## src/rtl/fpu_pkg.sv

```systemverilog
package fpu_pkg;
  localparam int unsigned ADDR_W = 32;
  localparam int unsigned N_INSN = 6;
  localparam int unsigned N_MAX  = 8;
  localparam int unsigned IDX_W  = $clog2(N_MAX);
  localparam int unsigned REG_AW = 4;
  localparam logic [15:0] BKPT_OP = 16'hBE00;
  localparam logic [2:0]  SYS_TOP = 3'b001;

  typedef enum logic [1:0] {
    ACT_REMAP   = 2'd0,
    ACT_BK_LO   = 2'd1,
    ACT_BK_HI   = 2'd2,
    ACT_BK_BOTH = 2'd3
  } cmp_mode_e;

  typedef struct packed {
    cmp_mode_e   mode;
    logic [28:2] match;
    logic        en;
  } cmp_cfg_t;
endpackage

```

## src/rtl/fpu_cfg_regs.sv

```systemverilog
module fpu_cfg_regs
  import fpu_pkg::*;
#(
  parameter int unsigned N_CMP = 8
) (
  input  logic              clk_i,
  input  logic              rst_ni,
  input  logic              we_i,
  input  logic [REG_AW-1:0] addr_i,
  input  logic [31:0]       wdata_i,
  output logic [31:0]       rdata_o,
  output logic              glob_en_o,
  output logic [28:5]       base_o,
  output cmp_cfg_t          cmp_o [N_CMP]
);
  logic unused_wbits;
  assign unused_wbits = ^{wdata_i[29], wdata_i[4:1]};

  always_ff @(posedge clk_i or negedge rst_ni) begin
    if (!rst_ni) begin
      glob_en_o <= 1'b0;
      base_o    <= '0;
    end else if (we_i) begin
      if (addr_i == REG_AW'(0)) glob_en_o <= wdata_i[0];
      if (addr_i == REG_AW'(1)) base_o    <= wdata_i[28:5];
    end
  end

  for (genvar i = 0; i < N_CMP; i++) begin : g_slot
    localparam logic [REG_AW-1:0] SLOT = REG_AW'(2 + i);
    always_ff @(posedge clk_i or negedge rst_ni) begin
      if (!rst_ni) begin
        cmp_o[i] <= '{mode: ACT_REMAP, match: '0, en: 1'b0};
      end else if (we_i && addr_i == SLOT) begin
        cmp_o[i] <= '{mode: cmp_mode_e'(wdata_i[31:30]), match: wdata_i[28:2], en: wdata_i[0]};
      end
    end
  end

  always_comb begin
    rdata_o = '0;
    if (addr_i == REG_AW'(0)) rdata_o = {31'b0, glob_en_o};
    if (addr_i == REG_AW'(1)) rdata_o = {3'b0, base_o, 5'b0};
    for (int i = 0; i < int'(N_CMP); i++) begin
      if (addr_i == REG_AW'(2 + i))
        rdata_o = {cmp_o[i].mode, 1'b0, cmp_o[i].match, 1'b0, cmp_o[i].en};
    end
  end

  assert_ctrl_write_R12: assert property (@(posedge clk_i) disable iff (!rst_ni)
    (we_i && addr_i == REG_AW'(0)) |=> glob_en_o == $past(wdata_i[0]));

  assert_base_write_R12: assert property (@(posedge clk_i) disable iff (!rst_ni)
    (we_i && addr_i == REG_AW'(1)) |=> base_o == $past(wdata_i[28:5]));
endmodule

```

## src/rtl/fpu_cmp_bank.sv

```systemverilog
module fpu_cmp_bank
  import fpu_pkg::*;
#(
  parameter int unsigned N_CMP = 8
) (
  input  logic             clk_i,
  input  logic             rst_ni,
  input  logic             glob_en_i,
  input  cmp_cfg_t         cmp_i [N_CMP],
  input  logic [31:2]      addr_i,
  input  logic             lit_i,
  output logic             any_hit_o,
  output logic [IDX_W-1:0] win_idx_o,
  output cmp_mode_e        win_mode_o
);
  logic [N_CMP-1:0] hit;
  logic             in_code;

  assign in_code = (addr_i[31:29] == 3'b000);

  for (genvar i = 0; i < N_CMP; i++) begin : g_cmp
    localparam bit IS_LIT = (i >= N_INSN);
    assign hit[i] = glob_en_i && cmp_i[i].en && in_code &&
                    (lit_i == IS_LIT) && (cmp_i[i].match == addr_i[28:2]);
  end

  // lowest index wins
  always_comb begin
    win_idx_o  = '0;
    win_mode_o = ACT_REMAP;
    for (int i = int'(N_CMP) - 1; i >= 0; i--) begin
      if (hit[i]) begin
        win_idx_o  = IDX_W'(i);
        win_mode_o = cmp_i[i].mode;
      end
    end
  end

  assign any_hit_o = |hit;

  assert_hit_needs_global_R3: assert property (@(posedge clk_i) disable iff (!rst_ni)
    any_hit_o |-> glob_en_i && addr_i[31:29] == 3'b000);

  assert_kind_split_R4: assert property (@(posedge clk_i) disable iff (!rst_ni)
    any_hit_o |-> (lit_i == (32'(win_idx_o) >= N_INSN)));
endmodule

```

## src/rtl/fpu_resp.sv

```systemverilog
module fpu_resp
  import fpu_pkg::*;
#(
  parameter bit FULL_BUILD = 1'b1
) (
  input  logic             clk_i,
  input  logic             rst_ni,
  input  logic             req_valid_i,
  input  logic [31:0]      req_addr_i,
  input  logic             req_lit_i,
  input  logic [1:0]       req_size_i,
  input  logic             req_excl_i,
  input  logic             any_hit_i,
  input  logic [IDX_W-1:0] win_idx_i,
  input  cmp_mode_e        win_mode_i,
  input  logic [28:5]      base_i,
  output logic             rsp_valid_o,
  output logic             rsp_remap_o,
  output logic             rsp_bkpt_o,
  output logic             rsp_discard_o,
  output logic             rsp_excl_o,
  output logic [31:0]      rsp_addr_o,
  output logic [31:0]      rsp_insn_o
);
  logic        misaligned, win_lit, do_remap, do_bkpt;
  logic [31:0] remap_addr, bk_word;

  always_comb begin
    unique case (req_size_i)
      2'd1:    misaligned = req_addr_i[0];
      2'd2:    misaligned = |req_addr_i[1:0];
      default: misaligned = 1'b0;
    endcase
  end

  assign win_lit  = (32'(win_idx_i) >= N_INSN);
  assign do_bkpt  = any_hit_i && !win_lit && (win_mode_i != ACT_REMAP);
  assign do_remap = FULL_BUILD && any_hit_i &&
                    (win_lit ? !misaligned : (win_mode_i == ACT_REMAP));
  // base is 32-byte aligned: slot offset concatenates without an adder
  assign remap_addr = {SYS_TOP, base_i, win_idx_i, req_addr_i[1:0]};

  always_comb begin
    bk_word = '0;
    if (do_bkpt) begin
      if (win_mode_i == ACT_BK_LO || win_mode_i == ACT_BK_BOTH) bk_word[15:0]  = BKPT_OP;
      if (win_mode_i == ACT_BK_HI || win_mode_i == ACT_BK_BOTH) bk_word[31:16] = BKPT_OP;
    end
  end

  always_ff @(posedge clk_i or negedge rst_ni) begin
    if (!rst_ni) begin
      rsp_valid_o   <= 1'b0;
      rsp_remap_o   <= 1'b0;
      rsp_bkpt_o    <= 1'b0;
      rsp_discard_o <= 1'b0;
      rsp_excl_o    <= 1'b0;
      rsp_addr_o    <= '0;
      rsp_insn_o    <= '0;
    end else begin
      rsp_valid_o   <= req_valid_i;
      rsp_remap_o   <= req_valid_i && do_remap;
      rsp_bkpt_o    <= req_valid_i && do_bkpt;
      rsp_discard_o <= req_valid_i && (do_remap || do_bkpt);
      rsp_excl_o    <= req_valid_i && req_excl_i && !do_remap;
      rsp_addr_o    <= do_remap ? remap_addr : req_addr_i;
      rsp_insn_o    <= req_valid_i ? bk_word : '0;
    end
  end

  assert_latency_R2: assert property (@(posedge clk_i) disable iff (!rst_ni)
    req_valid_i |=> rsp_valid_o);

  assert_idle_R2: assert property (@(posedge clk_i) disable iff (!rst_ni)
    !req_valid_i |=> !rsp_valid_o);

  assert_single_action_R6: assert property (@(posedge clk_i) disable iff (!rst_ni)
    !(rsp_remap_o && rsp_bkpt_o));

  assert_passthru_R8: assert property (@(posedge clk_i) disable iff (!rst_ni)
    (rsp_valid_o && !rsp_remap_o) |-> rsp_addr_o == $past(req_addr_i));

  assert_no_misaligned_lit_R9: assert property (@(posedge clk_i) disable iff (!rst_ni)
    (req_valid_i && req_lit_i && req_size_i == 2'd2 && req_addr_i[1:0] != 2'b00)
    |=> !rsp_remap_o);

  assert_excl_dropped_R10: assert property (@(posedge clk_i) disable iff (!rst_ni)
    rsp_remap_o |-> !rsp_excl_o);

  assert_remap_in_sys_R5: assert property (@(posedge clk_i) disable iff (!rst_ni)
    rsp_remap_o |-> rsp_addr_o[31:29] == SYS_TOP);

  assert_min_no_remap_R11: assert property (@(posedge clk_i) disable iff (!rst_ni)
    !FULL_BUILD |-> !rsp_remap_o);
endmodule

```

## src/rtl/fetch_patch_unit.sv

```systemverilog
module fetch_patch_unit
  import fpu_pkg::*;
#(
  parameter bit FULL_BUILD = 1'b1
) (
  input  logic        clk_i,
  input  logic        rst_ni,
  input  logic        cfg_we_i,
  input  logic [3:0]  cfg_addr_i,
  input  logic [31:0] cfg_wdata_i,
  output logic [31:0] cfg_rdata_o,
  input  logic        req_valid_i,
  input  logic [31:0] req_addr_i,
  input  logic        req_lit_i,
  input  logic [1:0]  req_size_i,
  input  logic        req_excl_i,
  output logic        rsp_valid_o,
  output logic        rsp_remap_o,
  output logic        rsp_bkpt_o,
  output logic        rsp_discard_o,
  output logic        rsp_excl_o,
  output logic [31:0] rsp_addr_o,
  output logic [31:0] rsp_insn_o
);
  localparam int unsigned N_CMP = FULL_BUILD ? N_MAX : 2;

  logic             glob_en;
  logic [28:5]      base;
  cmp_cfg_t         cmp_cfg [N_CMP];
  logic             any_hit;
  logic [IDX_W-1:0] win_idx;
  cmp_mode_e        win_mode;

  fpu_cfg_regs #(.N_CMP(N_CMP)) u_regs (
    .clk_i    (clk_i),
    .rst_ni   (rst_ni),
    .we_i     (cfg_we_i),
    .addr_i   (cfg_addr_i),
    .wdata_i  (cfg_wdata_i),
    .rdata_o  (cfg_rdata_o),
    .glob_en_o(glob_en),
    .base_o   (base),
    .cmp_o    (cmp_cfg)
  );

  fpu_cmp_bank #(.N_CMP(N_CMP)) u_bank (
    .clk_i     (clk_i),
    .rst_ni    (rst_ni),
    .glob_en_i (glob_en),
    .cmp_i     (cmp_cfg),
    .addr_i    (req_addr_i[31:2]),
    .lit_i     (req_lit_i),
    .any_hit_o (any_hit),
    .win_idx_o (win_idx),
    .win_mode_o(win_mode)
  );

  fpu_resp #(.FULL_BUILD(FULL_BUILD)) u_resp (
    .clk_i        (clk_i),
    .rst_ni       (rst_ni),
    .req_valid_i  (req_valid_i),
    .req_addr_i   (req_addr_i),
    .req_lit_i    (req_lit_i),
    .req_size_i   (req_size_i),
    .req_excl_i   (req_excl_i),
    .any_hit_i    (any_hit),
    .win_idx_i    (win_idx),
    .win_mode_i   (win_mode),
    .base_i       (base),
    .rsp_valid_o  (rsp_valid_o),
    .rsp_remap_o  (rsp_remap_o),
    .rsp_bkpt_o   (rsp_bkpt_o),
    .rsp_discard_o(rsp_discard_o),
    .rsp_excl_o   (rsp_excl_o),
    .rsp_addr_o   (rsp_addr_o),
    .rsp_insn_o   (rsp_insn_o)
  );

  assert_disabled_no_action_R3: assert property (@(posedge clk_i) disable iff (!rst_ni)
    (req_valid_i && !glob_en) |=> !rsp_discard_o);
endmodule

```

## config.mk

```make
export PLATFORM = sky130hd
export DESIGN_NAME = fetch_patch_unit
export DESIGN_NICKNAME = d
export VERILOG_FILES = /design/src/rtl/fpu_pkg.sv /design/src/rtl/fpu_cfg_regs.sv /design/src/rtl/fpu_cmp_bank.sv /design/src/rtl/fpu_resp.sv /design/src/rtl/fetch_patch_unit.sv
export SDC_FILE = /design/constraint.sdc
export NUM_CORES = 1
export LEC_CHECK = 0
export BUFFER_PORTS_ARGS = -buffer_cell sky130_fd_sc_hd__buf_4
export CAP_MARGIN = 10
export CORE_ASPECT_RATIO = 1.4
export CORE_MARGIN = 2
export CORE_UTILIZATION = 30
export CTS_BUF_LIST = sky130_fd_sc_hd__clkbuf_4 sky130_fd_sc_hd__clkbuf_8
export CTS_CLUSTER_SIZE = 8
export DETAILED_ROUTE_END_ITERATION = 16
export GPL_TIMING_DRIVEN = 0
export PLACE_DENSITY = 0.53
export SYNTH_ARGS = -nofsm -noshare
export SYNTH_HDL_FRONTEND = slang
export SYNTH_SLANG_ARGS = --single-unit
```

## constraint.sdc

```tcl
create_clock -name clk_i -period 4 [get_ports clk_i]
set_clock_uncertainty 0.05 [all_clocks]
set_input_delay 0.6 -clock clk_i [delete_from_list [all_inputs] [get_ports clk_i]]
set_output_delay 0.6 -clock clk_i [all_outputs]
set_load 0.01 [all_outputs]
```

==> results of run 1 <==
[power by group]
part	internal [mW]	switching (mW)	total, mW
logic	1.13	1.59	2.73
registers	3.72	0.676	4.40
clock network	1.72	1.38	3.10
[cell usage after synthesis, drive strengths merged, types with 2 or more instances]
cell type	instances
a211oi	5
a21boi	4
a21oi	18
a221o	3
a221oi	12
a222oi	20
a22oi	60
a31oi	13
and2	2
and4	2
buf	42
clkbuf	80
dfrtp	304
ha	2
inv	13
mux2	308
nand2	61
nand2b	10
nand3	8
nand3b	2
nand4	74
nor2	47
nor2b	7
nor3	8
nor3b	2
nor4	34
nor4b	6
o2111ai	2
o211ai	3
o21a	3
o21ai	36
o22ai	2
or2	4
or3	2
or3b	2
or4	7
or4b	3
xnor2	134
xor2	77
[layer usage]
metal | vias up | part of all wire | track usage
met2 | 545 | 0.50 | 0.472
li1 | 5628 | - | -
met1 | 6788 | 0.38 | 0.305
met5 | - | 0 | 0
met4 | 0 | 0.072 | 0.165
met3 | 171 | 0.053 | 0.0426
[state kept, by name, summed over array words and instances (netlist names), 2 cells and up]
signal / cells
u_regs.base_o: 24
u_regs.cmp_o: 240
u_resp.rsp_addr_o: 32
u_resp.rsp_insn_o: 2
[per-stage QoR]
step	instances	area [um^2]	power, mW
2_1_floorplan	1452	16700	5.71
3_3_place_gp	2303	18500	7.05
3_5_place_dp	2306	18600	7.10
4_1_cts	2407	20000	10.3
5_1_grt	2410	20100	10.6
6_report	2410	20100	10.2
[layout make-up]
type | instances | area [um^2]
Antenna cell | 1 | 2.50
Buffer | 120 | 671
Clock buffer | 83 | 1050
Clock inverter | 7 | 66.3
Fill cell | 5536 | 34900
Inverter | 13 | 48.8
Multi-Input combinational cell | 1013 | 8580
Sequential cell | 304 | 7610
Tap cell | 728 | 911
Timing Repair Buffer | 141 | 1170
[worst paths after layout]
check,from,cells past startpoint,slack (ns),to
worst max-delay path,u_regs.glob_en_o,12,0.06,u_resp.rsp_addr_o[10]
worst min-delay path,req_valid_i,1,0.04,u_resp.rsp_valid_o
worst max register to register,u_regs.glob_en_o,12,0.06,u_resp.rsp_addr_o[10]
worst min register to register,u_regs.base_o[16],1,0.49,u_resp.rsp_addr_o[16]
max in group asynchronous,rst_ni,3,2.24,u_regs.cmp_o[224]
min in group asynchronous,rst_ni,2,0.52,u_resp.rsp_addr_o[28]
[kinds of logic after synthesis]
kind of cell	Yosys count	share of synthesized area
buffers and inverters	135	0.0398
DFF	304	0.459
other	1	0.000226
AOI/OAI and AO/OA	185	0.0808
adders and majority gates	2	0.00151
and+or+nand+nor	285	0.0945
xor gates and xnor gates	211	0.111
muxes	308	0.213
[repair_timing]
action / CTS / global route
hold endpoints to repair: 86 / 0
pin swaps: 3 / 1
resized for setup: 47 / 18
hold buffers: 3 / 0
cloned: 0 / 2
endpoints found under the setup margin: 60 / 32
buffers inserted: 8 / 2
==> results.yml, run 1 <==
worst_setup_path:
  crit_arrival_ns: 4.42
  cp_num_buf_inv: 3
  crit_path_frequent_cell: "or4b_4"
  crit_slowest_cell: "or4b_4"
  max_stage_delay_ns: 0.57
  path_cells: "or4b_4 > or2_0 > buf_4 > or4b_4 > or3_4 > o221a_1 > a21oi_2 > o22ai_2 > o21ai_4 > buf_12 > clkbuf_16 > mux2_4"
  start_kind: "register"
  cp_top_family: "simple AND/OR/NAND/NOR gates"
  timing_worst_setup_path_type: "register to register"
  path_max_fanout: 7
  cp_data_required_time_ns: 4.48
  crit_path_end_kind: "register"
worst_hold_path:
  hp-class: "input port to register"
detailed_routing:
  drc_errors: 0
  drt_iter0_drc: 1003
  wl_per_cell_um: 32.0
  ant_nets: 0
  finalWirelength_um: 77200
  drt_pass1_iterations: 6
  vias: 13100
  via_per_inst: 5.45
power:
  p_per_area_nw_per_um2: 508
  peakVddDrop_mv: 0.220
  p_leak_nw: 8.48
grt:
  grt_usage: 0.268
  grt-ovfl-total: 0
  grt_start_max_net_pins: 112
  grt_pass1_vias: 13400
  antenna_found_initial: 1
  grt_pass1_wl_um: 106000
cts:
  clock_path_buffers: 3
  tritoncts: "yes"
  clkSlewWorstSetupHoldPaths_ns: 0.07
  cts_sinks: 304
  insertion_delay_ns: 0.66
  root_buffer: "clkbuf_8"
  ctsHtreeMaxLevel: 2
  cts_buffers: 51
placed_design:
  placement.io_buffers: 123
  gp_congestion: 1.02
  pre_cts_slack_ns: -1.96
  dp_hpwl_um: 58700
timing:
  whs_ns: 0.0404
  slew_viol_final: 0
  hold_viol: 0
  min_period_ns: 3.94
  timing.slew.headroom: 0.0923
  setup_tns_ns: 0
  tightest_slew_ns: 1.36
  fin_crit_sh: 0.984
  fin_ws_ns: 0.0623
  setup_viol: 0
  max_freq_ghz: 0.254
die:
  io_pins: 177
  die_w_um: 203
  start_util: 0.302
  core_area_um2: 55000
  die_h_um: 282
  row_count: 102
  dieArea_um2: 57200
logic_synthesis:
  yosysTopAreaCellShare: 0.459
  yosys-top-cells-area: "dfrtp_1, mux2_2, xnor2_1"
  synthCells: 1431
  netlist.top_cell.by_area: "dfrtp_1"
  ys_warn_count: 0
  synth-seq-area-share: 0.459
  synth_edf_count: 0
  synth.ff_latch_count: 304
  synth_cell_type_count: 60
  syn_area_um2: 16600
  syn_area_per_cell_um2: 11.6
  synthFlopType: "dfrtp_1"
  ys_async_sr_fraction: 1.00
final_layout:
  area_growth_pct: 21.2
  final_common_cell: "dfrtp_1"
  layout_common_cells: "dfrtp_1, mux2_2, buf_4, xnor2_1, xor2_1"
  fin_nets: 1722
  final_core_util: 0.366
  drive_above_1_share: 0.376
run:
  cap_viol_max_count: 0
outcome:
  status: "finished, final reports clean"
No activity file was read; power rests on OpenSTA's default activity.
==> run 2: changes to the inputs <==
--- a/config.mk
+++ b/config.mk
@@ -13,8 +13,8 @@
 export CTS_BUF_LIST = sky130_fd_sc_hd__clkbuf_4 sky130_fd_sc_hd__clkbuf_8
 export CTS_CLUSTER_SIZE = 8
 export DETAILED_ROUTE_END_ITERATION = 16
-export GPL_TIMING_DRIVEN = 0
 export PLACE_DENSITY = 0.53
+export REMOVE_ABC_BUFFERS = 1
 export SYNTH_ARGS = -nofsm -noshare
 export SYNTH_HDL_FRONTEND = slang
 export SYNTH_SLANG_ARGS = --single-unit
==> results.yml, run 2 (synthesis gave the netlist of run 1 again) <==
outcome:
  status: "finished, violations left"
  violations: "hold timing"
detailed_routing:
  drt_iter0_drc: 997
  ant_nets: 0
  drc_errors: 0
  drt_pass1_iterations: 8
  vias: 13500
  wl_per_cell_um: 28.2
  finalWirelength_um: 71800
  via_per_inst: 5.30
worst_setup_path:
  crit_path_end_kind: "register"
  crit_slowest_cell: "or4_1"
  reg2regPathDepth: 13
  path_cells: "xor2_1 > or4_1 > nor4_1 > buf_4 > a211oi_1 > buf_4 > a221o_1 > a2111oi_0 > buf_4 > o22ai_2 > o21ai_4 > buf_12 > mux2_2"
  setup.worst_path.end: "u_resp.rsp_addr_o[23]"
  startpoint: "u_regs.cmp_o[48]"
  crit_path_frequent_cell: "buf_4"
  path_max_fanout: 8
  r2r_end: "u_resp.rsp_addr_o[23]"
  r2r_setup_slack_ns: 0.15
  start_kind: "register"
  timing_worst_setup_path_type: "register to register"
  max_stage_delay_ns: 0.58
  crit_arrival_ns: 4.31
  r2r-start: "u_regs.cmp_o[48]"
  cp_data_required_time_ns: 4.46
power:
  p_per_area_nw_per_um2: 493
  p_total_mw: 10.5
  peakVddDrop_mv: 0.244
  p_leak_nw: 9.25
grt:
  grt_pass1_wl_um: 102000
  grt-ovfl-total: 0
  grt_start_max_net_pins: 106
  antenna_found_initial: 1
  grt_usage: 0.251
  grt_pass1_vias: 14100
run:
  cap_viol_max_count: 0
final_layout:
  largest_register_ffs: 240
  drive_above_1_share: 0.448
  final_core_util: 0.387
  reg_top3: "u_regs.cmp_o x240, u_resp.rsp_addr_o x32, u_regs.base_o x24"
  finalNonFillerCells: 2547
  final_common_cell: "buf_4"
  layout_common_cells: "buf_4, dfrtp_1, mux2_2, xnor2_1, xor2_1"
  num-fill-cells: 5425
  regMostFlops: "u_regs.cmp_o"
  fin_nets: 1858
  final_area_um2: 21300
  area_growth_pct: 28.3
timing:
  timing.slew.headroom: 0.137
  slew_viol_final: 0
  hold_viol: 1
  rsz0062_at_grt: "false"
  tightest_slew_ns: 1.29
  setup_viol: 0
  min_period_ns: 3.85
  setup_tns_ns: 0
  max_freq_ghz: 0.260
  fin_crit_sh: 0.962
  fin_ws_ns: 0.151
  whs_ns: -0.00559
cts:
  ctsHtreeMaxLevel: 2
  post_cts_buffers: 0
  tritoncts: "yes"
  cts_buffers: 52
  insertion_delay_ns: 0.64
  clock_path_buffers: 3
  clkSlewWorstSetupHoldPaths_ns: 0.06
  cts_sinks: 304
  root_buffer: "clkbuf_8"
die:
  core_area_um2: 55000
  die_w_um: 203
  die_h_um: 282
  dieArea_um2: 57200
  start_util: 0.302
  row_count: 102
  io_pins: 177
placed_design:
  gp_congestion: 0.968
  placement.io_buffers: 152
  pre_cts_slack_ns: -0.182
  place_area_um2: 20100
  post-place-cells: 2453
  dp_hpwl_um: 55200
worst_hold_path:
  hp-class: "input port to async pin"
## run 2: layout make-up
cell class / count / area, um^2 / area share
antenna: 1 / 2.50 / 0.000118
timing repair buffer: 396 / 3160 / 0.148
inverter: 13 / 48.8 / 0.00229
sequential: 304 / 7610 / 0.358
clock buffer: 87 / 1100 / 0.0516
tap: 728 / 911 / 0.0428
multi-input combinational: 1013 / 8420 / 0.396
clock inverter: 5 / 30.0 / 0.00141
## run 2: per-layer routing
metal  GRT usage  vias to the layer above  part of all wire
met2       0.446                      472              0.51
met1       0.288                     6964              0.39
met3      0.0369                      160             0.045
met4       0.141                        0             0.061
li1            -                     5905                 -
met5           0                        -                 0
## run 2: worst max-delay path: cells and delay by family (launching register included)
family	cells	cell delay [ns]
xor+xnor	1	0.17
compound gates	5	1.14
buf+inv	4	0.71
mux	1	0.34
flops	1	0.41
simple gates	2	0.89
## run 2: worst min path at each step
stage	startpoint	to	cells after the start
floorplan	rst_ni	u_regs.base_o[10]	0
global placement	u_regs.base_o[24]	u_regs.base_o[24]	1
detailed placement	u_regs.base_o[11]	u_resp.rsp_addr_o[11]	1
CTS	req_addr_i[1]	u_resp.rsp_addr_o[1]	1
global route	req_addr_i[1]	u_resp.rsp_addr_o[1]	1
finish	rst_ni	u_regs.cmp_o[223]	1
## run 2: power breakdown
part,internal (mW),switching (mW)
logic,1.49,1.57
clock network,1.72,1.34
registers,3.72,0.642
## run 2: timing repair
action,in CTS,in global routing
endpoints found under the hold margin,1,0
endpoints found under the setup margin,0,0
hold buffers,1,0
resized for setup,0,0
